===== src/rtl/acr_pkg.sv =====
`timescale 1ns/1ps
package acr_pkg;
   // shared register offsets (byte addresses)
   localparam logic [11:0] GLB_RESET_OFS  = 12'h004;
   localparam logic [11:0] GLB_STATUS_OFS = 12'h608;
   // address bits [11:8] of the window that belongs to core 0
   localparam int unsigned WIN_FIRST      = 2;
   // offsets inside a core window
   localparam logic [7:0]  LOC_PAGE       = 8'h0C;
   localparam logic [7:0]  LOC_START      = 8'h20;
   localparam logic [7:0]  LOC_BASE       = 8'h24;
   localparam logic [1:0]  RESP_OKAY      = 2'b00;

   function automatic logic [31:0] lane_mask(input logic [3:0] strb);
      for (int i = 0; i < 4; i++) lane_mask[i*8 +: 8] = {8{strb[i]}};
   endfunction

   function automatic logic [31:0] merge_lanes(input logic [31:0] old_v,
                                                input logic [31:0] new_v,
                                                input logic [31:0] mask);
      return (old_v & ~mask) | (new_v & mask);
   endfunction
endpackage


===== src/rtl/acr_axil_port.sv =====
`timescale 1ns/1ps
module acr_axil_port import acr_pkg::*; #(
   parameter int AW = 12,
   parameter int DW = 32
) (
   input  logic            clk,
   input  logic            rst_n,
   input  logic [AW-1:0]   awaddr,
   input  logic            awvalid,
   output logic            awready,
   input  logic [DW-1:0]   wdata,
   input  logic [DW/8-1:0] wstrb,
   input  logic            wvalid,
   output logic            wready,
   output logic [1:0]      bresp,
   output logic            bvalid,
   input  logic            bready,
   input  logic [AW-1:0]   araddr,
   input  logic            arvalid,
   output logic            arready,
   output logic [DW-1:0]   rdata,
   output logic [1:0]      rresp,
   output logic            rvalid,
   input  logic            rready,
   output logic            wr_req,
   output logic [AW-1:0]   wr_addr,
   output logic [DW-1:0]   wr_data,
   output logic [DW/8-1:0] wr_strb,
   output logic [AW-1:0]   rd_addr,
   input  logic [DW-1:0]   rd_data
);
   localparam logic [AW-1:0] WORD_MASK = ~AW'(3);

   logic bvalid_q, rvalid_q;
   logic [DW-1:0] rdata_q;
   logic rd_fire;

   assign wr_req  = awvalid & wvalid & ~bvalid_q;
   assign awready = wr_req;
   assign wready  = wr_req;
   assign wr_addr = awaddr & WORD_MASK;
   assign wr_data = wdata;
   assign wr_strb = wstrb;

   assign arready = ~rvalid_q;
   assign rd_fire = arvalid & ~rvalid_q;
   assign rd_addr = araddr & WORD_MASK;

   always_ff @(posedge clk) begin
      if (!rst_n) begin
         bvalid_q <= 1'b0;
         rvalid_q <= 1'b0;
         rdata_q  <= '0;
      end else begin
         if (wr_req)      bvalid_q <= 1'b1;
         else if (bready) bvalid_q <= 1'b0;
         if (rd_fire) begin
            rvalid_q <= 1'b1;
            rdata_q  <= rd_data;
         end else if (rready) begin
            rvalid_q <= 1'b0;
         end
      end
   end

   assign bvalid = bvalid_q;
   assign rvalid = rvalid_q;
   assign rdata  = rdata_q;
   assign bresp  = RESP_OKAY;
   assign rresp  = RESP_OKAY;


   bvalid_hold_chk: assert property (@(posedge clk) disable iff (!rst_n)
      bvalid && !bready |=> bvalid);

   rvalid_hold_chk: assert property (@(posedge clk) disable iff (!rst_n)
      rvalid && !rready |=> rvalid && $stable(rdata));
endmodule


===== src/rtl/acr_core_slot.sv =====
`timescale 1ns/1ps
module acr_core_slot import acr_pkg::*; #(
   parameter int DW    = 32,
   parameter int NBASE = 8,
   parameter int IAW   = 28,
   parameter int OUTW  = 40
) (
   input  logic                  clk,
   input  logic                  rst_n,
   input  logic                  wr_hit,
   input  logic [7:0]            wr_off,
   input  logic [DW-1:0]         wr_data,
   input  logic [DW-1:0]         wr_mask,
   input  logic [7:0]            rd_off,
   input  logic                  core_rst,
   input  logic                  task_done,
   output logic [DW-1:0]         rd_data,
   output logic                  go,
   output logic [OUTW-1:0]       fetch_addr,
   output logic [NBASE*OUTW-1:0] base_flat,
   output logic                  done
);
   localparam int BHW     = OUTW - DW;
   localparam int PAGE_SH = OUTW - IAW;
   localparam logic [7:0] BASE_SPAN = 8'(8 * NBASE);

   logic [IAW-1:0] page_q;
   logic           start_q, start_d1, done_q;
   logic [DW-1:0]  page_nx, start_nx;
   logic           wr_page, wr_start, wr_base, rd_base;
   logic [7:0]     wr_rel, rd_rel;
   logic [NBASE-1:0][DW-1:0] rd_part;
   logic           clr;

   assign wr_page  = wr_hit && (wr_off == LOC_PAGE);
   assign wr_start = wr_hit && (wr_off == LOC_START);
   assign wr_rel   = wr_off - LOC_BASE;
   assign rd_rel   = rd_off - LOC_BASE;
   assign wr_base  = wr_hit && (wr_off >= LOC_BASE) && (wr_rel < BASE_SPAN);
   assign rd_base  = (rd_off >= LOC_BASE) && (rd_rel < BASE_SPAN);

   assign page_nx  = merge_lanes(DW'(page_q), wr_data, wr_mask);
   assign start_nx = merge_lanes(DW'(start_q), wr_data, wr_mask);
   assign clr      = core_rst || (wr_start && !start_nx[0]);

   always_ff @(posedge clk) begin
      if (!rst_n) begin
         page_q   <= '0;
         start_q  <= 1'b0;
         start_d1 <= 1'b0;
         done_q   <= 1'b0;
      end else begin
         start_d1 <= start_q;
         if (wr_page)  page_q  <= page_nx[IAW-1:0];
         if (wr_start) start_q <= start_nx[0];
         if (clr)            done_q <= 1'b0;
         else if (task_done) done_q <= 1'b1;
      end
   end

   for (genvar k = 0; k < NBASE; k++) begin : g_base
      logic [DW-1:0]  lo_q;
      logic [BHW-1:0] hi_q;
      logic [DW-1:0]  hi_nx, lo_nx;
      logic           sel;
      assign sel   = wr_base && ((wr_rel >> 3) == 8'(k));
      assign lo_nx = merge_lanes(lo_q, wr_data, wr_mask);
      assign hi_nx = merge_lanes(DW'(hi_q), wr_data, wr_mask);
      always_ff @(posedge clk) begin
         if (!rst_n) begin
            lo_q <= '0;
            hi_q <= '0;
         end else if (sel) begin
            if (wr_rel[2]) hi_q <= hi_nx[BHW-1:0];
            else           lo_q <= lo_nx;
         end
      end
      assign base_flat[k*OUTW +: OUTW] = {hi_q, lo_q};
      assign rd_part[k] = (rd_base && ((rd_rel >> 3) == 8'(k)))
                          ? (rd_rel[2] ? DW'(hi_q) : lo_q) : '0;
   end

   always_comb begin
      rd_data = '0;
      if (rd_off == LOC_PAGE)       rd_data = DW'(page_q);
      else if (rd_off == LOC_START) rd_data = DW'(start_q);
      else for (int k = 0; k < NBASE; k++) rd_data = rd_data | rd_part[k];
   end

   assign go         = start_q & ~start_d1;
   assign fetch_addr = {page_q, {PAGE_SH{1'b0}}};
   assign done       = done_q;


   go_single_chk: assert property (@(posedge clk) disable iff (!rst_n)
      go |=> !go);

   go_after_write_chk: assert property (@(posedge clk) disable iff (!rst_n)
      $rose(go) |-> $past(wr_start));
endmodule


===== src/rtl/accel_ctrl_regs.sv =====
`timescale 1ns/1ps
module accel_ctrl_regs import acr_pkg::*; #(
   parameter int NUM_CORES = 4,
   parameter int ADDR_W    = 12,
   parameter int DATA_W    = 32,
   parameter int BASE_CNT  = 8,
   parameter int INSTR_W   = 28,
   parameter int EXT_AW    = 40
) (
   input  logic                              cfg_clk,
   input  logic                              cfg_rst_n,
   input  logic [ADDR_W-1:0]                 s_awaddr,
   input  logic                              s_awvalid,
   output logic                              s_awready,
   input  logic [DATA_W-1:0]                 s_wdata,
   input  logic [DATA_W/8-1:0]               s_wstrb,
   input  logic                              s_wvalid,
   output logic                              s_wready,
   output logic [1:0]                        s_bresp,
   output logic                              s_bvalid,
   input  logic                              s_bready,
   input  logic [ADDR_W-1:0]                 s_araddr,
   input  logic                              s_arvalid,
   output logic                              s_arready,
   output logic [DATA_W-1:0]                 s_rdata,
   output logic [1:0]                        s_rresp,
   output logic                              s_rvalid,
   input  logic                              s_rready,
   input  logic [NUM_CORES-1:0]              task_done,
   output logic [NUM_CORES-1:0]              core_rst,
   output logic [NUM_CORES-1:0]              core_go,
   output logic [NUM_CORES*EXT_AW-1:0]       core_fetch_addr,
   output logic [NUM_CORES*BASE_CNT*EXT_AW-1:0] core_base_addr,
   output logic [NUM_CORES-1:0]              irq
);
   localparam int SLOT_BUS = BASE_CNT * EXT_AW;

   if (NUM_CORES < 1 || NUM_CORES > 4) begin : g_bad_cores
      $error("NUM_CORES must lie in 1..4");
   end
   if (DATA_W != 32) begin : g_bad_data
      $error("DATA_W must be 32");
   end
   if (ADDR_W < 12) begin : g_bad_addr
      $error("ADDR_W must be at least 12");
   end
   if (EXT_AW - DATA_W < 1 || EXT_AW - DATA_W > DATA_W || EXT_AW <= INSTR_W) begin : g_bad_ext
      $error("EXT_AW does not fit the split word layout");
   end
   if (BASE_CNT < 1 || BASE_CNT > 16) begin : g_bad_base
      $error("BASE_CNT must lie in 1..16");
   end

   logic                   wr_req;
   logic [ADDR_W-1:0]      wr_addr, rd_addr;
   logic [DATA_W-1:0]      wr_data, rd_data, wr_mask, rst_nx;
   logic [DATA_W/8-1:0]    wr_strb;
   logic                   wr_in_map, rd_in_map;
   logic [NUM_CORES-1:0]   rst_q, done_vec;
   logic [NUM_CORES-1:0][DATA_W-1:0] slot_rd;

   acr_axil_port #(.AW(ADDR_W), .DW(DATA_W)) u_port (
      .clk(cfg_clk), .rst_n(cfg_rst_n),
      .awaddr(s_awaddr), .awvalid(s_awvalid), .awready(s_awready),
      .wdata(s_wdata), .wstrb(s_wstrb), .wvalid(s_wvalid), .wready(s_wready),
      .bresp(s_bresp), .bvalid(s_bvalid), .bready(s_bready),
      .araddr(s_araddr), .arvalid(s_arvalid), .arready(s_arready),
      .rdata(s_rdata), .rresp(s_rresp), .rvalid(s_rvalid), .rready(s_rready),
      .wr_req(wr_req), .wr_addr(wr_addr), .wr_data(wr_data), .wr_strb(wr_strb),
      .rd_addr(rd_addr), .rd_data(rd_data)
   );

   assign wr_mask   = lane_mask(wr_strb);
   assign wr_in_map = (wr_addr >> 12) == '0;
   assign rd_in_map = (rd_addr >> 12) == '0;
   assign rst_nx    = merge_lanes(DATA_W'(rst_q), wr_data, wr_mask);

   always_ff @(posedge cfg_clk) begin
      if (!cfg_rst_n) rst_q <= '0;
      else if (wr_req && wr_in_map && wr_addr[11:0] == GLB_RESET_OFS)
         rst_q <= rst_nx[NUM_CORES-1:0];
   end

   for (genvar n = 0; n < NUM_CORES; n++) begin : g_core
      logic hit;
      assign hit = wr_req && wr_in_map && (wr_addr[11:8] == 4'(WIN_FIRST + n));
      acr_core_slot #(.DW(DATA_W), .NBASE(BASE_CNT), .IAW(INSTR_W), .OUTW(EXT_AW)) u_slot (
         .clk(cfg_clk), .rst_n(cfg_rst_n),
         .wr_hit(hit), .wr_off(wr_addr[7:0]), .wr_data(wr_data), .wr_mask(wr_mask),
         .rd_off(rd_addr[7:0]), .core_rst(rst_q[n]), .task_done(task_done[n]),
         .rd_data(slot_rd[n]), .go(core_go[n]),
         .fetch_addr(core_fetch_addr[n*EXT_AW +: EXT_AW]),
         .base_flat(core_base_addr[n*SLOT_BUS +: SLOT_BUS]),
         .done(done_vec[n])
      );


      irq_rise_chk: assert property (@(posedge cfg_clk) disable iff (!cfg_rst_n)
         $rose(irq[n]) |-> $past(task_done[n]));

      rst_clears_irq_chk: assert property (@(posedge cfg_clk) disable iff (!cfg_rst_n)
         core_rst[n] |=> !irq[n]);
   end

   always_comb begin
      rd_data = '0;
      if (rd_in_map) begin
         if (rd_addr[11:0] == GLB_RESET_OFS)       rd_data = DATA_W'(rst_q);
         else if (rd_addr[11:0] == GLB_STATUS_OFS) rd_data = DATA_W'(done_vec);
         else begin
            for (int n = 0; n < NUM_CORES; n++)
               if (rd_addr[11:8] == 4'(WIN_FIRST + n)) rd_data = slot_rd[n];
         end
      end
   end

   assign core_rst = rst_q;
   assign irq      = done_vec;


   rst_follows_write_chk: assert property (@(posedge cfg_clk) disable iff (!cfg_rst_n)
      !$stable(core_rst) |-> $past(wr_req));
endmodule


===== config.mk =====
export PLATFORM = sky130hd
export DESIGN_NAME = accel_ctrl_regs
export DESIGN_NICKNAME = d
export VERILOG_FILES = /design/src/rtl/acr_pkg.sv /design/src/rtl/acr_axil_port.sv /design/src/rtl/acr_core_slot.sv /design/src/rtl/accel_ctrl_regs.sv
export SDC_FILE = /design/constraint.sdc
export NUM_CORES = 2
export LEC_CHECK = 0
export BUFFER_PORTS_ARGS = -buffer_cell sky130_fd_sc_hd__buf_2
export CAP_MARGIN = 20
export CORE_AREA = 2 2 610 612
export CTS_BUF_LIST = sky130_fd_sc_hd__clkbuf_4 sky130_fd_sc_hd__clkbuf_8 sky130_fd_sc_hd__clkbuf_16
export CTS_CLUSTER_DIAMETER = 200
export DETAILED_ROUTE_END_ITERATION = 10
export DIE_AREA = 0 0 612 614
export PLACE_DENSITY = 0.43
export SYNTH_ARGS = -nofsm -noshare
export SYNTH_HDL_FRONTEND = slang
export SYNTH_SLANG_ARGS = --single-unit

===== constraint.sdc =====
create_clock -name cfg_clk -period 6.4 [get_ports cfg_clk]
set_clock_uncertainty 0.2 [all_clocks]
set_input_delay 0.32 -clock cfg_clk [delete_from_list [all_inputs] [get_ports cfg_clk]]
set_output_delay 0.32 -clock cfg_clk [all_outputs]
set_load 0.005 [all_outputs]

---- Word-level counts from Yosys, hierarchy flattened ----
Cells that the tools add are included.
operators by class
  add/subtract/negate cells ............... 2
  $lt $le $gt $ge ......................... 4
  eq/ne operators ......................... 29
  multiplexer cells ....................... 82
  bitwise operators ....................... 191
  reductions and logical operators ........ 146
operators by type and width
  kind                   count
  $mux W32               78
  $or A32 B32 Y32        60
  $and A32 B32 Y32       33
  $and A8 B8 Y8          32
  $or A8 B8 Y8           32
  $reduce_and A2 Y1      64
  $and A28 B28 Y28       4
  $or A28 B28 Y28        4
  $logic_and A1 B1 Y1    66
  $eq A5 B3 Y1 const B   8
  $not A32 Y32           1
  $eq A10 B1 Y1 const B  2
  $eq A5 B2 Y1 const B   4
  $eq A4 B2 Y1 const B   4
  $eq A4 B3 Y1 const B   4
  $ge A8 B6 Y1 const B   2
  $logic_not A8 Y1       2
  $lt A8 B7 Y1 const B   2
  $sub A8 B6 Y8 const B  2
  $eq A6 B2 Y1 const B   2
  $eq A6 B4 Y1 const B   2
  $and A1 B1 Y1          11
  $eq A10 B9 Y1 const B  1
  $eq A5 B1 Y1 const B   2
  9 further kinds        32
word-level totals
  bits in registers ....................... 1442
  input port bits ......................... 71
  output and inout port bits .............. 1493
  logic and storage cells ................. 538

---- Depth between registers and ports, before layout ----
  word-level depth ........................ 20
  depth in mapped cells ................... 16

---- Cells and area by module ----
From an unflattened synthesis, not the netlist that was laid out.
unflattened totals
  cell total of the unflattened synthesis .. 9116
  area total of the unflattened synthesis .. 75889.0 um^2
by module, submodules not included
  module                                 times used  cells an instance  area each (um^2)
  acr_core_slot at g_core[0].u_slot ...  2           2210               18012.3
  acr_core_slot at g_core[3].u_slot      1           2147               18346.3
  acr_core_slot at g_core[2].u_slot      1           2147               18295.0
  acr_axil_port                          1           217                1905.6
  accel_ctrl_regs                        1           185                1317.5

---- Worst setup path after synthesis ----
No wires, ideal clock.
  path type ............................... input port to flip-flop
  start point ............................. input port s_araddr[2]
  end point ............................... register u_port.rdata_q[26], in the netlist u_port.rdata[26]
  setup time .............................. 0.084 ns
  arrival time ............................ 3.230 ns
  data required time ...................... 6.116 ns
  setup slack ............................. 2.885 ns
  stages .................................. 15
  buffers on the path ..................... 4
  cells stage by stage .................... clkbuf_1 > buf_2 > inv_1 > ha_1 > nor2b_1 > or3_4 > a2111oi_4 > and2_1 > buf_6 > buf_6 > a22oi_1 > a31oi_1 > a211oi_1 > o31a_1 > o31ai_2
on the way
  cells in the longest elaborated chain, start to end .. 20
  elaborated cells between the ends (all ways) .. 130
  those cells by class .................... add/sub (1); order compare (2); eq/ne (11); mux (78); bitwise (28); reduce/logical (10)
ends and longest elaborated chain
  what                           line                    text
  from (decl)                    accel_ctrl_regs.sv:22   input logic [ADDR_W-1:0] s_araddr,
  $sub A8 B6 Y8                  acr_core_slot.sv:38     assign rd_rel = rd_off - LOC_BASE;
  $lt A8 B7 Y1                   acr_core_slot.sv:40     assign rd_base = (rd_off >= LOC_BASE) && (rd_rel < BASE_SPAN);
  $logic_and A1 B1 Y1            acr_core_slot.sv:40
  $logic_and A1 B1 Y1            acr_core_slot.sv:79     assign rd_part[k] = (rd_base && ((rd_rel >> 3) == 8'(k)))
  $mux W32                       acr_core_slot.sv:80     ? (rd_rel[2] ? DW'(hi_q) : lo_q) : '0;
  $or A32 B32 Y32 (7 in series)  acr_core_slot.sv:87     else for (int k = 0; k < NBASE; k++) rd_data = rd_data | rd_part[k];
  $mux W32                       acr_core_slot.sv:86     else if (rd_off == LOC_START) rd_data = DW'(start_q);
  $mux W32                       acr_core_slot.sv:85     if (rd_off == LOC_PAGE) rd_data = DW'(page_q);
  $mux W32 (4 in series)         accel_ctrl_regs.sv:112  if (rd_addr[11:8] == 4'(WIN_FIRST + n)) rd_data = slot_rd[n];
  $mux W32                       accel_ctrl_regs.sv:109  else if (rd_addr[11:0] == GLB_STATUS_OFS) rd_data = DATA_W'(done_vec);
  $mux W32 *                     accel_ctrl_regs.sv:108  if (rd_addr[11:0] == GLB_RESET_OFS) rd_data = DATA_W'(rst_q);
  to (signal assigned)           acr_axil_port.sv:59     rdata_q <= rd_data;
  to (decl)                      acr_axil_port.sv:35     logic [DW-1:0] rdata_q;
Mark *: on every way between the ends. The rest lies on a longest branch, timed or not.
A chain may end at the register's enable or synchronous reset.

---- Worst setup path after layout ----
  start point ............................. input port s_araddr[2]
  end point ............................... register u_port.rdata_q[3], in the netlist u_port.rdata[3]
The elaborated chain is that of the path after synthesis.

==> results.yml <==
route:
  ant_nets: 0
  vias_per_cell: 4.979
  wl_per_cell_um: 35.58
  dr_total_vias: 72240
  drtIter0Drc: 9053
  dr.pass1.iters: 6
  wirelength_um: 516300
  drc_errors: 0
clock_network:
  ctsResizeCount: 0
  post_cts_buffers: 0
  cts_max_path_buffers: 4
  cts_buffers: 183
  h-tree-depth: 4
  cts_root_buffer: "clkbuf_16"
  cts.sinks: 1442
  clk_pin_slew_worst_paths_ps: 60
  hold_buffers: 66
  cts_tree: "done"
  clk_latency_ps: 910
timing:
  worst_slew_pin_slew_ps: 1346
  hold_viol_final: 0
  slew_violations: 0
  min_period_ps: 4843
  whs_ps: 73.14
  slew_headroom: 0.1025
  setup_violations: 0
  period_share: 0.7568
  finalSetupTns_ps: 0
  max_freq_mhz: 206.5
  rsz0062_at_grt: "false"
global_route:
  grt_overflow: 0
  grt_pass1_wl_um: 664300
  grt_pass1_vias: 65990
  grt_max_degree: 205
  antenna_found_initial: 59
  grt_use_total: 0.2602
yosys:
  synth-main-ff-cell: "dfxtp_1"
  ys_ff_latch: 1442
  synth_cell_type_count: 79
  synth_top_area_cell: "dfxtp_1"
  avgSynthCellArea_um2: 7.827
  yosysWarningCount: 0
  synth_area_mm2: 0.06347
  seq_area_frac_synth: 0.4548
  synth-edff-count: 0
  synthMostInstantiatedCell: "nand2_1"
  synthArstFlopShare: 0
  synth_top_area_frac: 0.4548
  synth_area_leaders: "dfxtp_1, a21oi_1, nand2_1, nand3_1, mux2i_1"
  syn-instance-count: 8110
  synth_commonest_cells: "nand2_1, dfxtp_1, a21oi_1, nand3_1, clkbuf_1"
placed_design:
  place_congestion: 0.9013
  dpl.cell_count: 14090
  io_buffers: 1507
  place_hpwl_um: 393400
worst_hold_path:
  whs_path_depth: 7
  hold_path_class: "in2reg"
  hold_start: "s_awaddr[2]"
setup_path:
  critPathMaxStageDelay_ps: 600
  cp-end-kind: "flop"
  worstPathCellList: "buf_8 -> inv_1 -> ha_1 -> nor2b_1 -> o21ai_0 -> a2111oi_4 -> buf_4 -> nand2_2 -> buf_4 -> o22ai_1 -> nor4_2 -> buf_4 -> o21ai_0 -> o2111ai_1 -> o31ai_1 -> dlygate4sd3_1"
  cp.arrival_ps: 5450
  crit_path_frequent_cell: "buf_4"
  startpoint_type: "input pin"
  rr_worst_depth: 10
  crit_family: "buffers and inverters"
  cp_max_fo: 40
  r2r_start: "u_port.bvalid"
  crit_type: "in2reg"
  reg2reg_slack_ps: 1830
  cp_num_buf_inv: 6
  critPathSlowestCell: "dlygate4sd3_1"
  cp.required_ps: 7000
floorplanning:
  fp.dieH_um: 614
  initial_core_util: 0.1714
  ios: 1564
  dieArea_mm2: 0.3758
  fp-row-count: 224
  die_w_um: 612
  core_area_mm2: 0.3702
run:
  maxCapViolCount: 0
final_layout:
  area_growth_pct: 32.22
  num-nets-final: 9446
  drive_gt1_frac: 0.2404
  stdcell_count: 14510
  final_core_util: 0.2267
power:
  peakVddDrop_v: 0.0002020
  leakage_uw: 0.03098
  powerDensity_mw_per_mm2: 252.6
run_status:
  status: "finished, final reports clean"
==> area by class of cell <==
class / instances / area [um^2]
fill: 41300 / 286300
multi-input combinational: 5857 / 31730
sequential: 1442 / 28870
timing repair buffer: 1868 / 10900
tap: 4972 / 6221
clock buffer: 264 / 5424
clock inverter: 64 / 664.4
antenna: 28 / 70.07
inverter: 14 / 60.06
==> metal layers <==
metal  vias to the layer above  part of all wire  global-route usage
met3                       834             0.067             0.04033
met1                     36050              0.37              0.3011
met4                         8             0.077              0.1685
met2                      4058              0.48              0.4456
li1                      31280                 -                   -
met5                         -           0.00010                   0
==> report_power, final <==
part | internal (uW) | switching [uW]
clock | 6230 | 4620
sequential | 8980 | 12.1
combinational | 235 | 1110
==> placed cells by master, fill, tap and decap left out, drive strengths merged, types with 11 or more instances in the layout <==
cell type    count
o22ai          133
inv             23
a21oi         1393
a22oi          223
dfxtp         1442
nand4           25
a21boi          12
a2111oi         13
nor3            37
diode           28
a22o            48
a31oi           14
nand2         1515
clkbuf         265
nor4            24
buf           1801
a221o           11
a221oi          58
clkinv          38
mux2            17
a211oi          16
a222oi          26
conb            52
dlygate4sd3     66
nor2           300
o21ai          474
nand3          929
o31ai           12
mux2i          378
==> how the worst max path moves through the flow <==
stage / slack (ps) / start / cells past startpoint / to
after global placement: 740 / s_araddr[2] / 13 / u_port.rdata[11]
after floorplan: 2890 / s_araddr[2] / 15 / u_port.rdata[26]
final: 1560 / s_araddr[2] / 16 / u_port.rdata[3]
after global routing: 1400 / s_araddr[2] / 15 / u_port.rdata[3]
after CTS: 990 / u_port.bvalid / 8 / flop
after detailed placement: 780 / s_araddr[2] / 13 / u_port.rdata[19]
==> cell families after synthesis <==
family | share of synthesized area
and+or+nand+nor | 0.1961
AOI/OAI and AO/OA | 0.2248
DFF | 0.4548
buffers and inverters | 0.05768
muxes | 0.06404
adders and majority gates | 0.001774
xor gates and xnor gates | 0.0008280
other | 0.00005908
==> worst min-delay path: cells and delay by family <==
| family | cells | cell delay, ps |
|---|---|---|
| simple gates | 3 | 180 |
| mux | 1 | 130 |
| buf+inv | 2 | 320 |
| fa+ha+maj | 1 | 190 |
==> stage by stage <==
step	worst slack, ps	area (um^2)	total power, uW
CTS	994.2	83850	21330
global placement	736.0	77030	10510
finish	1557	83930	21200
floorplan	2885	63670	9808
detailed placement	780.3	77110	10500
global route	1402	83880	21670
No activity file was read; power rests on OpenSTA's default activity.
